`src/rtl/pe_pkg.sv`:
```
package pe_pkg;
  typedef enum logic [1:0] {
    K_STIP = 2'd0,
    K_FILL = 2'd1,
    K_COPY = 2'd2
  } pe_kind_e;

  localparam int          DST_SHIFT   = 3;
  localparam int          COL_SEL_BIT = 2;
  localparam logic [23:0] FILL_SRC    = 24'hFFFFFF;
  localparam int          STIP_LEN    = 32;
  localparam int          LEN_W       = 6;
endpackage

```
`src/rtl/pe_decode.sv`:
```
module pe_decode
  import pe_pkg::*;
#(
  parameter int PIX_AW = 20
) (
  input  logic [PIX_AW+DST_SHIFT-1:0] cmd_addr,
  input  logic [31:0]                 cmd_data,
  input  logic [1:0]                  cmd_op,
  output logic                        is_colour,
  output pe_kind_e                    kind,
  output logic                        raw,
  output logic [PIX_AW-1:0]           dst,
  output logic [PIX_AW-1:0]           src,
  output logic [LEN_W-1:0]            len
);
  always_comb begin
    is_colour = cmd_addr[COL_SEL_BIT];
    dst       = cmd_addr[DST_SHIFT +: PIX_AW];
    src       = cmd_data[PIX_AW-1:0];
    raw       = cmd_op[1];
    if (!cmd_op[0]) begin
      kind = K_STIP;
      len  = LEN_W'(STIP_LEN);
    end else begin
      kind = (cmd_data[23:0] == FILL_SRC) ? K_FILL : K_COPY;
      len  = {1'b0, cmd_data[28:24]} + 1'b1;
    end
  end
endmodule

```
`src/rtl/pe_seq.sv`:
```
module pe_seq
  import pe_pkg::*;
#(
  parameter int PIX_AW = 20
) (
  input  logic              clk,
  input  logic              rst_n,
  input  logic              start,
  input  pe_kind_e          kind_in,
  input  logic              raw_in,
  input  logic              deep_in,
  input  logic [PIX_AW-1:0] dst_in,
  input  logic [PIX_AW-1:0] src_in,
  input  logic [LEN_W-1:0]  len_in,
  input  logic [31:0]       pat_in,
  output logic              busy,
  output pe_kind_e          kind_q,
  output logic              raw_q,
  output logic              deep_q,
  output logic              rd_en,
  output logic [PIX_AW-1:0] rd_addr,
  output logic              wr_en,
  output logic [PIX_AW-1:0] wr_addr
);
  logic [PIX_AW-1:0] dst_q, src_q;
  logic [LEN_W-1:0]  len_q, idx_q, steps, wr_idx;
  logic [31:0]       pat_q;
  logic              is_copy, last;

  always_comb begin
    is_copy = (kind_q == K_COPY);
    steps   = is_copy ? len_q + 1'b1 : len_q;
    last    = (idx_q == steps - 1'b1);
    wr_idx  = is_copy ? idx_q - 1'b1 : idx_q;
    rd_en   = busy && is_copy && (idx_q < len_q);
    rd_addr = src_q + PIX_AW'(idx_q);
    wr_addr = dst_q + PIX_AW'(wr_idx);
    if (!busy)                 wr_en = 1'b0;
    else if (is_copy)          wr_en = (idx_q != '0);
    else if (kind_q == K_FILL) wr_en = 1'b1;
    else                       wr_en = pat_q[31];
  end

  always_ff @(posedge clk) begin
    if (!rst_n) begin
      busy   <= 1'b0;
      idx_q  <= '0;
      kind_q <= K_STIP;
      raw_q  <= 1'b0;
      deep_q <= 1'b0;
      dst_q  <= '0;
      src_q  <= '0;
      len_q  <= '0;
      pat_q  <= '0;
    end else if (start) begin
      busy   <= 1'b1;
      idx_q  <= '0;
      kind_q <= kind_in;
      raw_q  <= raw_in;
      deep_q <= deep_in;
      dst_q  <= dst_in;
      src_q  <= src_in;
      len_q  <= len_in;
      pat_q  <= pat_in;
    end else if (busy) begin
      if (last) busy <= 1'b0;
      idx_q <= idx_q + 1'b1;
      pat_q <= {pat_q[30:0], 1'b0};
    end
  end
endmodule

```
`src/rtl/pe_wgen.sv`:
```
module pe_wgen
  import pe_pkg::*;
#(
  parameter int PIX_AW = 20
) (
  input  logic              clk,
  input  logic              rst_n,
  input  pe_kind_e          kind,
  input  logic              raw,
  input  logic              deep,
  input  logic [31:0]       colour,
  input  logic              rd_en,
  input  logic [PIX_AW-1:0] rd_addr,
  input  logic              wr_en,
  input  logic [PIX_AW-1:0] wr_addr,
  input  logic [7:0]        rdata8,
  input  logic [31:0]       rdata24,
  input  logic [31:0]       rdatacp,
  output logic              we8,
  output logic              we24,
  output logic              wecp,
  output logic [7:0]        wdata8,
  output logic [31:0]       wdata24,
  output logic [31:0]       wdatacp
);
  logic        fwd_q;
  logic [7:0]  fwd8_q;
  logic [31:0] fwd24_q, fwdcp_q;

  always_comb begin
    we8  = wr_en;
    we24 = wr_en && deep;
    wecp = wr_en && deep && raw;
    if (kind == K_COPY) begin
      wdata8  = fwd_q ? fwd8_q  : rdata8;
      wdata24 = fwd_q ? fwd24_q : rdata24;
      wdatacp = fwd_q ? fwdcp_q : rdatacp;
    end else begin
      wdata8  = colour[7:0];
      wdata24 = {8'h00, colour[23:0]};
      wdatacp = {8'h00, colour[23:0]};
    end
  end

  // a read that meets a same-cycle write sees stale memory data; keep the new value
  always_ff @(posedge clk) begin
    if (!rst_n) begin
      fwd_q   <= 1'b0;
      fwd8_q  <= '0;
      fwd24_q <= '0;
      fwdcp_q <= '0;
    end else begin
      fwd_q   <= rd_en && wr_en && (rd_addr == wr_addr);
      fwd8_q  <= wdata8;
      fwd24_q <= wdata24;
      fwdcp_q <= wdatacp;
    end
  end
endmodule

```
`src/rtl/pe_engine.sv`:
```
module pe_engine
  import pe_pkg::*;
#(
  parameter int PIX_AW = 20
) (
  input  logic                        clk,
  input  logic                        rst_n,
  input  logic                        depth24,
  input  logic                        cmd_valid,
  output logic                        cmd_ready,
  input  logic [1:0]                  cmd_op,
  input  logic [PIX_AW+DST_SHIFT-1:0] cmd_addr,
  input  logic [31:0]                 cmd_data,
  output logic                        busy,
  output logic                        mem_rd_en,
  output logic [PIX_AW-1:0]           mem_rd_addr,
  input  logic [7:0]                  mem_rdata8,
  input  logic [31:0]                 mem_rdata24,
  input  logic [31:0]                 mem_rdatacp,
  output logic                        mem_we8,
  output logic                        mem_we24,
  output logic                        mem_wecp,
  output logic [PIX_AW-1:0]           mem_wr_addr,
  output logic [7:0]                  mem_wdata8,
  output logic [31:0]                 mem_wdata24,
  output logic [31:0]                 mem_wdatacp
);
  logic              accept, start, is_colour, d_raw, s_raw, s_deep, wr_en;
  pe_kind_e          d_kind, s_kind;
  logic [PIX_AW-1:0] d_dst, d_src;
  logic [LEN_W-1:0]  d_len;
  logic [31:0]       colour_q;

  assign cmd_ready = !busy;
  assign accept    = cmd_valid && cmd_ready;
  assign start     = accept && !is_colour;

  always_ff @(posedge clk) begin
    if (!rst_n)                  colour_q <= '0;
    else if (accept && is_colour) colour_q <= cmd_data;
  end

  pe_decode #(.PIX_AW(PIX_AW)) u_dec (
    .cmd_addr (cmd_addr),
    .cmd_data (cmd_data),
    .cmd_op   (cmd_op),
    .is_colour(is_colour),
    .kind     (d_kind),
    .raw      (d_raw),
    .dst      (d_dst),
    .src      (d_src),
    .len      (d_len)
  );

  pe_seq #(.PIX_AW(PIX_AW)) u_seq (
    .clk    (clk),
    .rst_n  (rst_n),
    .start  (start),
    .kind_in(d_kind),
    .raw_in (d_raw),
    .deep_in(depth24),
    .dst_in (d_dst),
    .src_in (d_src),
    .len_in (d_len),
    .pat_in (cmd_data),
    .busy   (busy),
    .kind_q (s_kind),
    .raw_q  (s_raw),
    .deep_q (s_deep),
    .rd_en  (mem_rd_en),
    .rd_addr(mem_rd_addr),
    .wr_en  (wr_en),
    .wr_addr(mem_wr_addr)
  );

  pe_wgen #(.PIX_AW(PIX_AW)) u_wgen (
    .clk    (clk),
    .rst_n  (rst_n),
    .kind   (s_kind),
    .raw    (s_raw),
    .deep   (s_deep),
    .colour (colour_q),
    .rd_en  (mem_rd_en),
    .rd_addr(mem_rd_addr),
    .wr_en  (wr_en),
    .wr_addr(mem_wr_addr),
    .rdata8 (mem_rdata8),
    .rdata24(mem_rdata24),
    .rdatacp(mem_rdatacp),
    .we8    (mem_we8),
    .we24   (mem_we24),
    .wecp   (mem_wecp),
    .wdata8 (mem_wdata8),
    .wdata24(mem_wdata24),
    .wdatacp(mem_wdatacp)
  );
endmodule

```
`config.mk`:
```
export PLATFORM = sky130hd
export DESIGN_NAME = pe_engine
export DESIGN_NICKNAME = d
export VERILOG_FILES = /design/src/rtl/pe_pkg.sv /design/src/rtl/pe_decode.sv /design/src/rtl/pe_seq.sv /design/src/rtl/pe_wgen.sv /design/src/rtl/pe_engine.sv
export SDC_FILE = /design/constraint.sdc
export NUM_CORES = 1
export LEC_CHECK = 0
export ABC_AREA = 1
export BUFFER_PORTS_ARGS = -buffer_cell sky130_fd_sc_hd__buf_2
export CORE_MARGIN = 3
export CORE_UTILIZATION = 40
export CTS_CLUSTER_DIAMETER = 40
export DETAILED_ROUTE_END_ITERATION = 8
export SETUP_SLACK_MARGIN = 0.05
export SLEW_MARGIN = 0
export SYNTH_ARGS = -nofsm -noshare
export SYNTH_HDL_FRONTEND = slang
export SYNTH_SLANG_ARGS = --single-unit
```
`constraint.sdc`:
```
create_clock -name clk -period 3.2 [get_ports clk]
set_input_delay 0.48 -clock clk [delete_from_list [all_inputs] [get_ports clk]]
set_output_delay 0.48 -clock clk [all_outputs]
set_load 0.03 [all_outputs]
```
==> impl_metrics.yaml, run 1 <==
cts:
  numCtsBuffers: 17
  clk_path_buf_depth: 2
  hold_buffers: 0
  numClockSinks: 186
  cts_tree: "done"
  cts-root-buf: "clkbuf_16"
  clkLatencyLatePin_ps: 440
  path_clk_slew_ps: 80
  cts.htree.levels: 4
final_layout:
  layout-drive-gt1-share: 0.246
  synthToLayoutAreaGrowth_pct: 28.5
  num-fill-cells: 2539
  fin_util: 0.527
  fin_nets: 1947
  stdcell_count: 2128
worst_setup_path:
  end_kind: "output port"
  worst_ep_arrival_time_ps: 2770
  crit_top_cell: "nor2_4"
  reg2regPathDepth: 24
  critPathMaxStageDelay_ps: 350
  crit_start: "u_seq.kind_q[1]"
  critPathMaxFanout: 3
  path_depth: 14
  crit_required_ps: 2720
  r2r_start: "u_seq.kind_q[1]"
  path_cells: "inv_2, nor2_4, nand4_1, nor3_2, xor2_1, ha_1, nand2_1, nor2_1, nand2_2, nand3_4, nand2_4, nor2_4, xor2_2, buf_6"
  timing.rr.end: "u_wgen.fwd_q"
  crit_end: "mem_wr_addr[12]"
  critPathKind: "register to output port"
  worst_path_max_delay_cell: "ha_1"
  cp_num_buf_inv: 2
  crit_family: "simple AND/OR/NAND/NOR gates"
  start_kind: "register"
  r2r_slack_ps: 260
grt:
  grt_max_degree: 73
  grt-ovfl-total: 0
  grt_pass1_vias: 9850
  grt_pass1_wl_mm: 49.9
  antenna_found_initial: 6
  track_usage: 0.228
synth:
  synth_edf_count: 0
  yosysTopAreaCellShare: 0.370
  synth_ff_type: "dfxtp_1"
  synth_largest_area_cell: "dfxtp_1"
  syn_area_um2: 10100
  ys_seq_area_frac: 0.370
  avgSynthCellArea_um2: 6.54
  syn_nets: 1698
  yosysWarnings: 0
  synthArstFlopShare: 0
  ys_types: 38
  synthMostInstantiatedCell: "nand2_1"
  syn_inst: 1540
  ys_seq_elements: 186
  yosys-top-cells-area: "dfxtp_1 37%, nand2_1 14%, nor2_1 8.0%"
  ys_top_cells_by_count: "371 x nand2_1, 215 x nor2_1, 186 x dfxtp_1"
place:
  gp_congestion: 0.901
  dp.cells: 2063
  post-place-ws_ps: 74.8
  place_hpwl_mm: 23.3
  portBuffers: 248
sta:
  setup_slack_ps: -47.8
  slew_violations: 0
  hold_viol_final: 0
  slew_headroom: 0.477
  setup_violations: 3
  fmax_mhz: 308
  period_minus_slack_ps: 3250
  rsz0062_at_grt: "yes"
  tightest_slew_ps: 783
  finalCritPeriodShare: 1.01
  fin_skew_ps: 15.1
routing:
  vias: 10700
  routed_wl_mm: 31.7
  viasPerCell: 5.02
  drc_errors: 0
  ant_nets: 0
  wl_per_cell_um: 14.9
  dr.pass1.iters: 5
  drt-initial-drc-count: 648
power:
  power_density_nw_per_um2: 455
  ir_worst_vdd_v: 0.000272
  cellLeakagePower_nw: 6.29
die:
  start_util: 0.410
  io_pins: 251
  die_h_um: 165
  die_area_um2: 27100
  core_area_um2: 24500
  rows: 57
  die_x_um: 165
hold_path:
  hp-class: "primary input to register"
status:
  violations: "setup timing"
  run_status: "finished, violations left"
run:
  cap_violations: 0
==> cell families (layout without fill, tap and decap cells) <==
kind of cell | Yosys count | count (layout) | synth area share
compound gates | 263 | 263 | 0.138
fa+ha+maj | 25 | 25 | 0.0326
xor+xnor | 40 | 40 | 0.0355
flops | 186 | 186 | 0.370
buf+inv | 213 | 475 | 0.0826
simple gates | 813 | 813 | 0.342
other cells | 0 | 2 | 0
==> per-stage QoR <==
step / TNS [ps] / power [W] / hold WS, ps / area, um2
floorplan: 0 / 0.00329 / 423 / 10100
global placement: 0 / 0.00366 / 433 / 11600
detailed placement: 0 / 0.00367 / 437 / 11600
CTS: -601 / 0.00590 / 253 / 12600
global route: -1510 / 0.00617 / 265 / 12900
finish: -69.0 / 0.00588 / 269 / 12900
==> placed cells by master (no fill, tap or decap), drive strengths merged, types with 2 or more instances in the layout <==
cell type,n
clkbuf,21
fa,2
nor4,18
nand4,24
nand3,136
ha,23
dfxtp,186
o22ai,5
nor3,33
or2,2
a21oi,112
o21ai,126
buf,300
diode,2
o311ai,4
a31oi,10
xnor2,6
nor2,220
nand2,379
inv,145
clkinv,9
o211ai,2
a21boi,2
xor2,34
==> flip-flops by register name, summed over array words and instances (netlist names), 2 cells and up <==
name,flops
u_seq.pat_q,32
u_seq.len_q,6
u_seq.dst_q,20
u_wgen.fwdcp_q,32
u_seq.src_q,20
u_seq.idx_q,6
colour_q,24
u_wgen.fwd8_q,8
u_wgen.fwd24_q,32
u_seq.kind_q,2
==> what timing repair did <==
action	in CTS	in global routing
pin swaps	17	10
resized for setup	52	76
gates cloned	0	1
buffers inserted	20	10
endpoints found under the setup margin	25	36
==> power by group <==
part           leakage, nW  internal [W]  switching, W  total, W
logic                 4.47      0.000401      0.000779   0.00118
clock network        0.301       0.00108       0.00111   0.00218
registers             1.52       0.00244     0.0000773   0.00252
==> worst min-delay path by stage <==
stage                              start              to  slack [ps]  cells after the start
final                        cmd_addr[8]  u_seq.dst_q[5]         270                      3
after floorplan           u_seq.src_q[0]  u_seq.src_q[0]         420                      2
after detailed placement    colour_q[12]    colour_q[12]         440                      2
after global routing         cmd_addr[5]  u_seq.dst_q[2]         260                      3
after CTS                    cmd_addr[7]  u_seq.dst_q[4]         250                      3
after global placement       colour_q[2]     colour_q[2]         430                      2
==> per-layer routing <==
metal	vias to the layer above	GRT usage	routed length (um)
met5	-	0	57
met2	302	0.381	14600
li1	5532	-	-
met3	45	0.0444	2170
met1	4792	0.300	14200
met4	8	0.0682	629
==> cell type report <==
type / count / area (um2) / share of cell area
multi-input cells: 1141 / 5860 / 0.453
flip-flops and latches: 186 / 3730 / 0.289
repair buffers: 304 / 1790 / 0.138
inverters: 139 / 529 / 0.0409
clock buffers: 17 / 425 / 0.0329
well taps: 324 / 405 / 0.0313
clock inverters: 15 / 193 / 0.0149
diodes: 2 / 5.00 / 0.000387
==> worst min-delay path, delay by kind of cell <==
kind	cells	cell delay, ps
buf+inv	1	70
simple gates	2	110
Note: power is estimated with default switching activity, not from simulation.
==> inputs of run 2 (changes only) <==
--- a/config.mk
+++ b/config.mk
@@ -15,4 +15,5 @@
 export SLEW_MARGIN = 0
 export SYNTH_ARGS = -nofsm -noshare
 export SYNTH_HDL_FRONTEND = slang
+export SYNTH_HIERARCHICAL = 1
 export SYNTH_SLANG_ARGS = --single-unit
==> impl_metrics.yaml, run 2 <==
status:
  run_status: "finished, violations left"
  violations: "setup timing"
grt:
  track_usage: 0.212
  antenna_found_initial: 0
  grt_pass1_vias: 9507
  grt-ovfl-total: 0
  grt_pass1_wl_mm: 48.9
  grt_max_degree: 73
routing:
  dr.pass1.iters: 5
  vias: 10400
  wl_per_cell_um: 14.4
  drt-initial-drc-count: 718
  drc_errors: 0
  ant_nets: 0
  viasPerCell: 4.89
  routed_wl_mm: 30.6
place:
  gp_congestion: 0.898
  portBuffers: 248
  dp.cells: 2067
  place_hpwl_mm: 22.5
final_layout:
  reg.largest.list: "u_seq/pat_q: 32 flops, u_wgen/fwd24_q: 32 flops, u_wgen/fwdcp_q: 32 flops"
  fin_util: 0.514
  stdcell_count: 2130
  final_cell_mix: "346 x nand2_1, 301 x nor2_1, 225 x buf_2"
  fin_nets: 1945
  diodes: 0
  synthToLayoutAreaGrowth_pct: 25.7
  layout-drive-gt1-share: 0.242
  final_common_cell: "nand2_1"
sta:
  slew_headroom: 0.422
  setup_violations: 11
  fmax_mhz: 305
  fin_skew_ps: 11.9
  period_minus_slack_ps: 3280
  tightest_slew_ps: 866
  setup_slack_ps: -80.4
  slew_violations: 0
  hold_viol_final: 0
  finalCritPeriodShare: 1.03
  whs_ps: 263
  rsz0062_at_grt: "yes"
cts:
  numClockSinks: 186
  cts-root-buf: "clkbuf_16"
  clk_path_buf_depth: 2
  path_clk_slew_ps: 80
  cts.htree.levels: 4
  clkLatencyLatePin_ps: 430
  hold_buffers: 0
  numCtsBuffers: 17
  cts_tree: "done"
hold_path:
  hp-class: "primary input to register"
worst_setup_path:
  crit_top_cell: "nand2_2"
  worst_ep_arrival_time_ps: 2800
  start_kind: "register"
  worst_path_max_delay_cell: "ha_1"
  critPathKind: "register to output port"
  end_kind: "output port"
  critPathMaxFanout: 5
  path_cells: "inv_4, ha_4, nand2_2, nor3_4, xor2_1, ha_1, a21oi_2, o21a_1, nand2_2, nand2_4, nor2_4, nand3_4, xnor2_4, buf_6"
  crit_required_ps: 2720
  critPathMaxStageDelay_ps: 370
power:
  ir_worst_vdd_v: 0.000304
  power_density_nw_per_um2: 468
  cellLeakagePower_nw: 6.68
  p_total_w: 0.00610
die:
  die_x_um: 167
  start_util: 0.409
  rows: 58
  die_h_um: 167
  io_pins: 251
  die_area_um2: 27900
  core_area_um2: 25300
synth:
  avgSynthCellArea_um2: 6.58
  syn_area_um2: 10400
  yosysWarnings: 6
  syn_inst: 1574
  syn_nets: 1732
run:
  cap_violations: 0
-- run 2: path summary, 6_finish.rpt --
| check | start | end | slack (ps) | cells after the start |
|---|---|---|---|---|
| max | u_seq/idx_q[0] | mem_wr_addr[19] | -80 | 14 |
| min | cmd_addr[20] | u_seq/dst_q[17] | 260 | 3 |
| max reg2reg | u_seq/idx_q[0] | u_wgen/fwd_q | 220 | 21 |
| min reg2reg | u_seq/pat_q[0] | u_seq/pat_q[0] | 470 | 2 |
-- run 2: what timing repair did --
item	in CTS	in global routing
buffers inserted	21	10
pin swaps	22	19
gates resized for setup	73	43
endpoints found under the setup margin	21	29
-- run 2: routing by layer --
layer	up-vias	track usage	part of all wire
met2	292	0.341	0.45
li1	5382	-	-
met4	0	0.0692	0.023
met3	50	0.0328	0.053
met5	-	0	0
met1	4688	0.294	0.47
-- run 2: layout make-up --
class / count / area [um2]
fillers: 2619 / 12300
multi-input cells: 1104 / 5790
flip-flops and latches: 186 / 3740
repair buffers: 308 / 1850
inverters: 170 / 644
clock buffers: 18 / 439
well taps: 330 / 413
clock inverters: 14 / 161
-- run 2: worst max-delay path, delay by kind of cell, from the launching register on --
family          cells  cell delay, ps
xor+xnor            2             300
flops               1             340
simple gates        6             730
fa+ha+maj           2             500
compound gates      2             270
buf+inv             2             240
-- run 2: stage by stage --
| step | setup slack (ps) | area [um2] | TNS [ps] |
|---|---|---|---|
| 5_1_grt | -251 | 13000 | -2640 |
| 3_3_place_gp | 50.2 | 11700 | 0 |
| 6_report | -80.4 | 13000 | -471 |
| 4_1_cts | -193 | 12800 | -1710 |
| 2_1_floorplan | 51.4 | 10500 | 0 |
| 3_5_place_dp | 1.44 | 11700 | 0 |
-- run 2: power breakdown --
part           internal [W]  switching (W)
clock network       0.00107        0.00104
registers           0.00245      0.0000943
logic              0.000496       0.000941
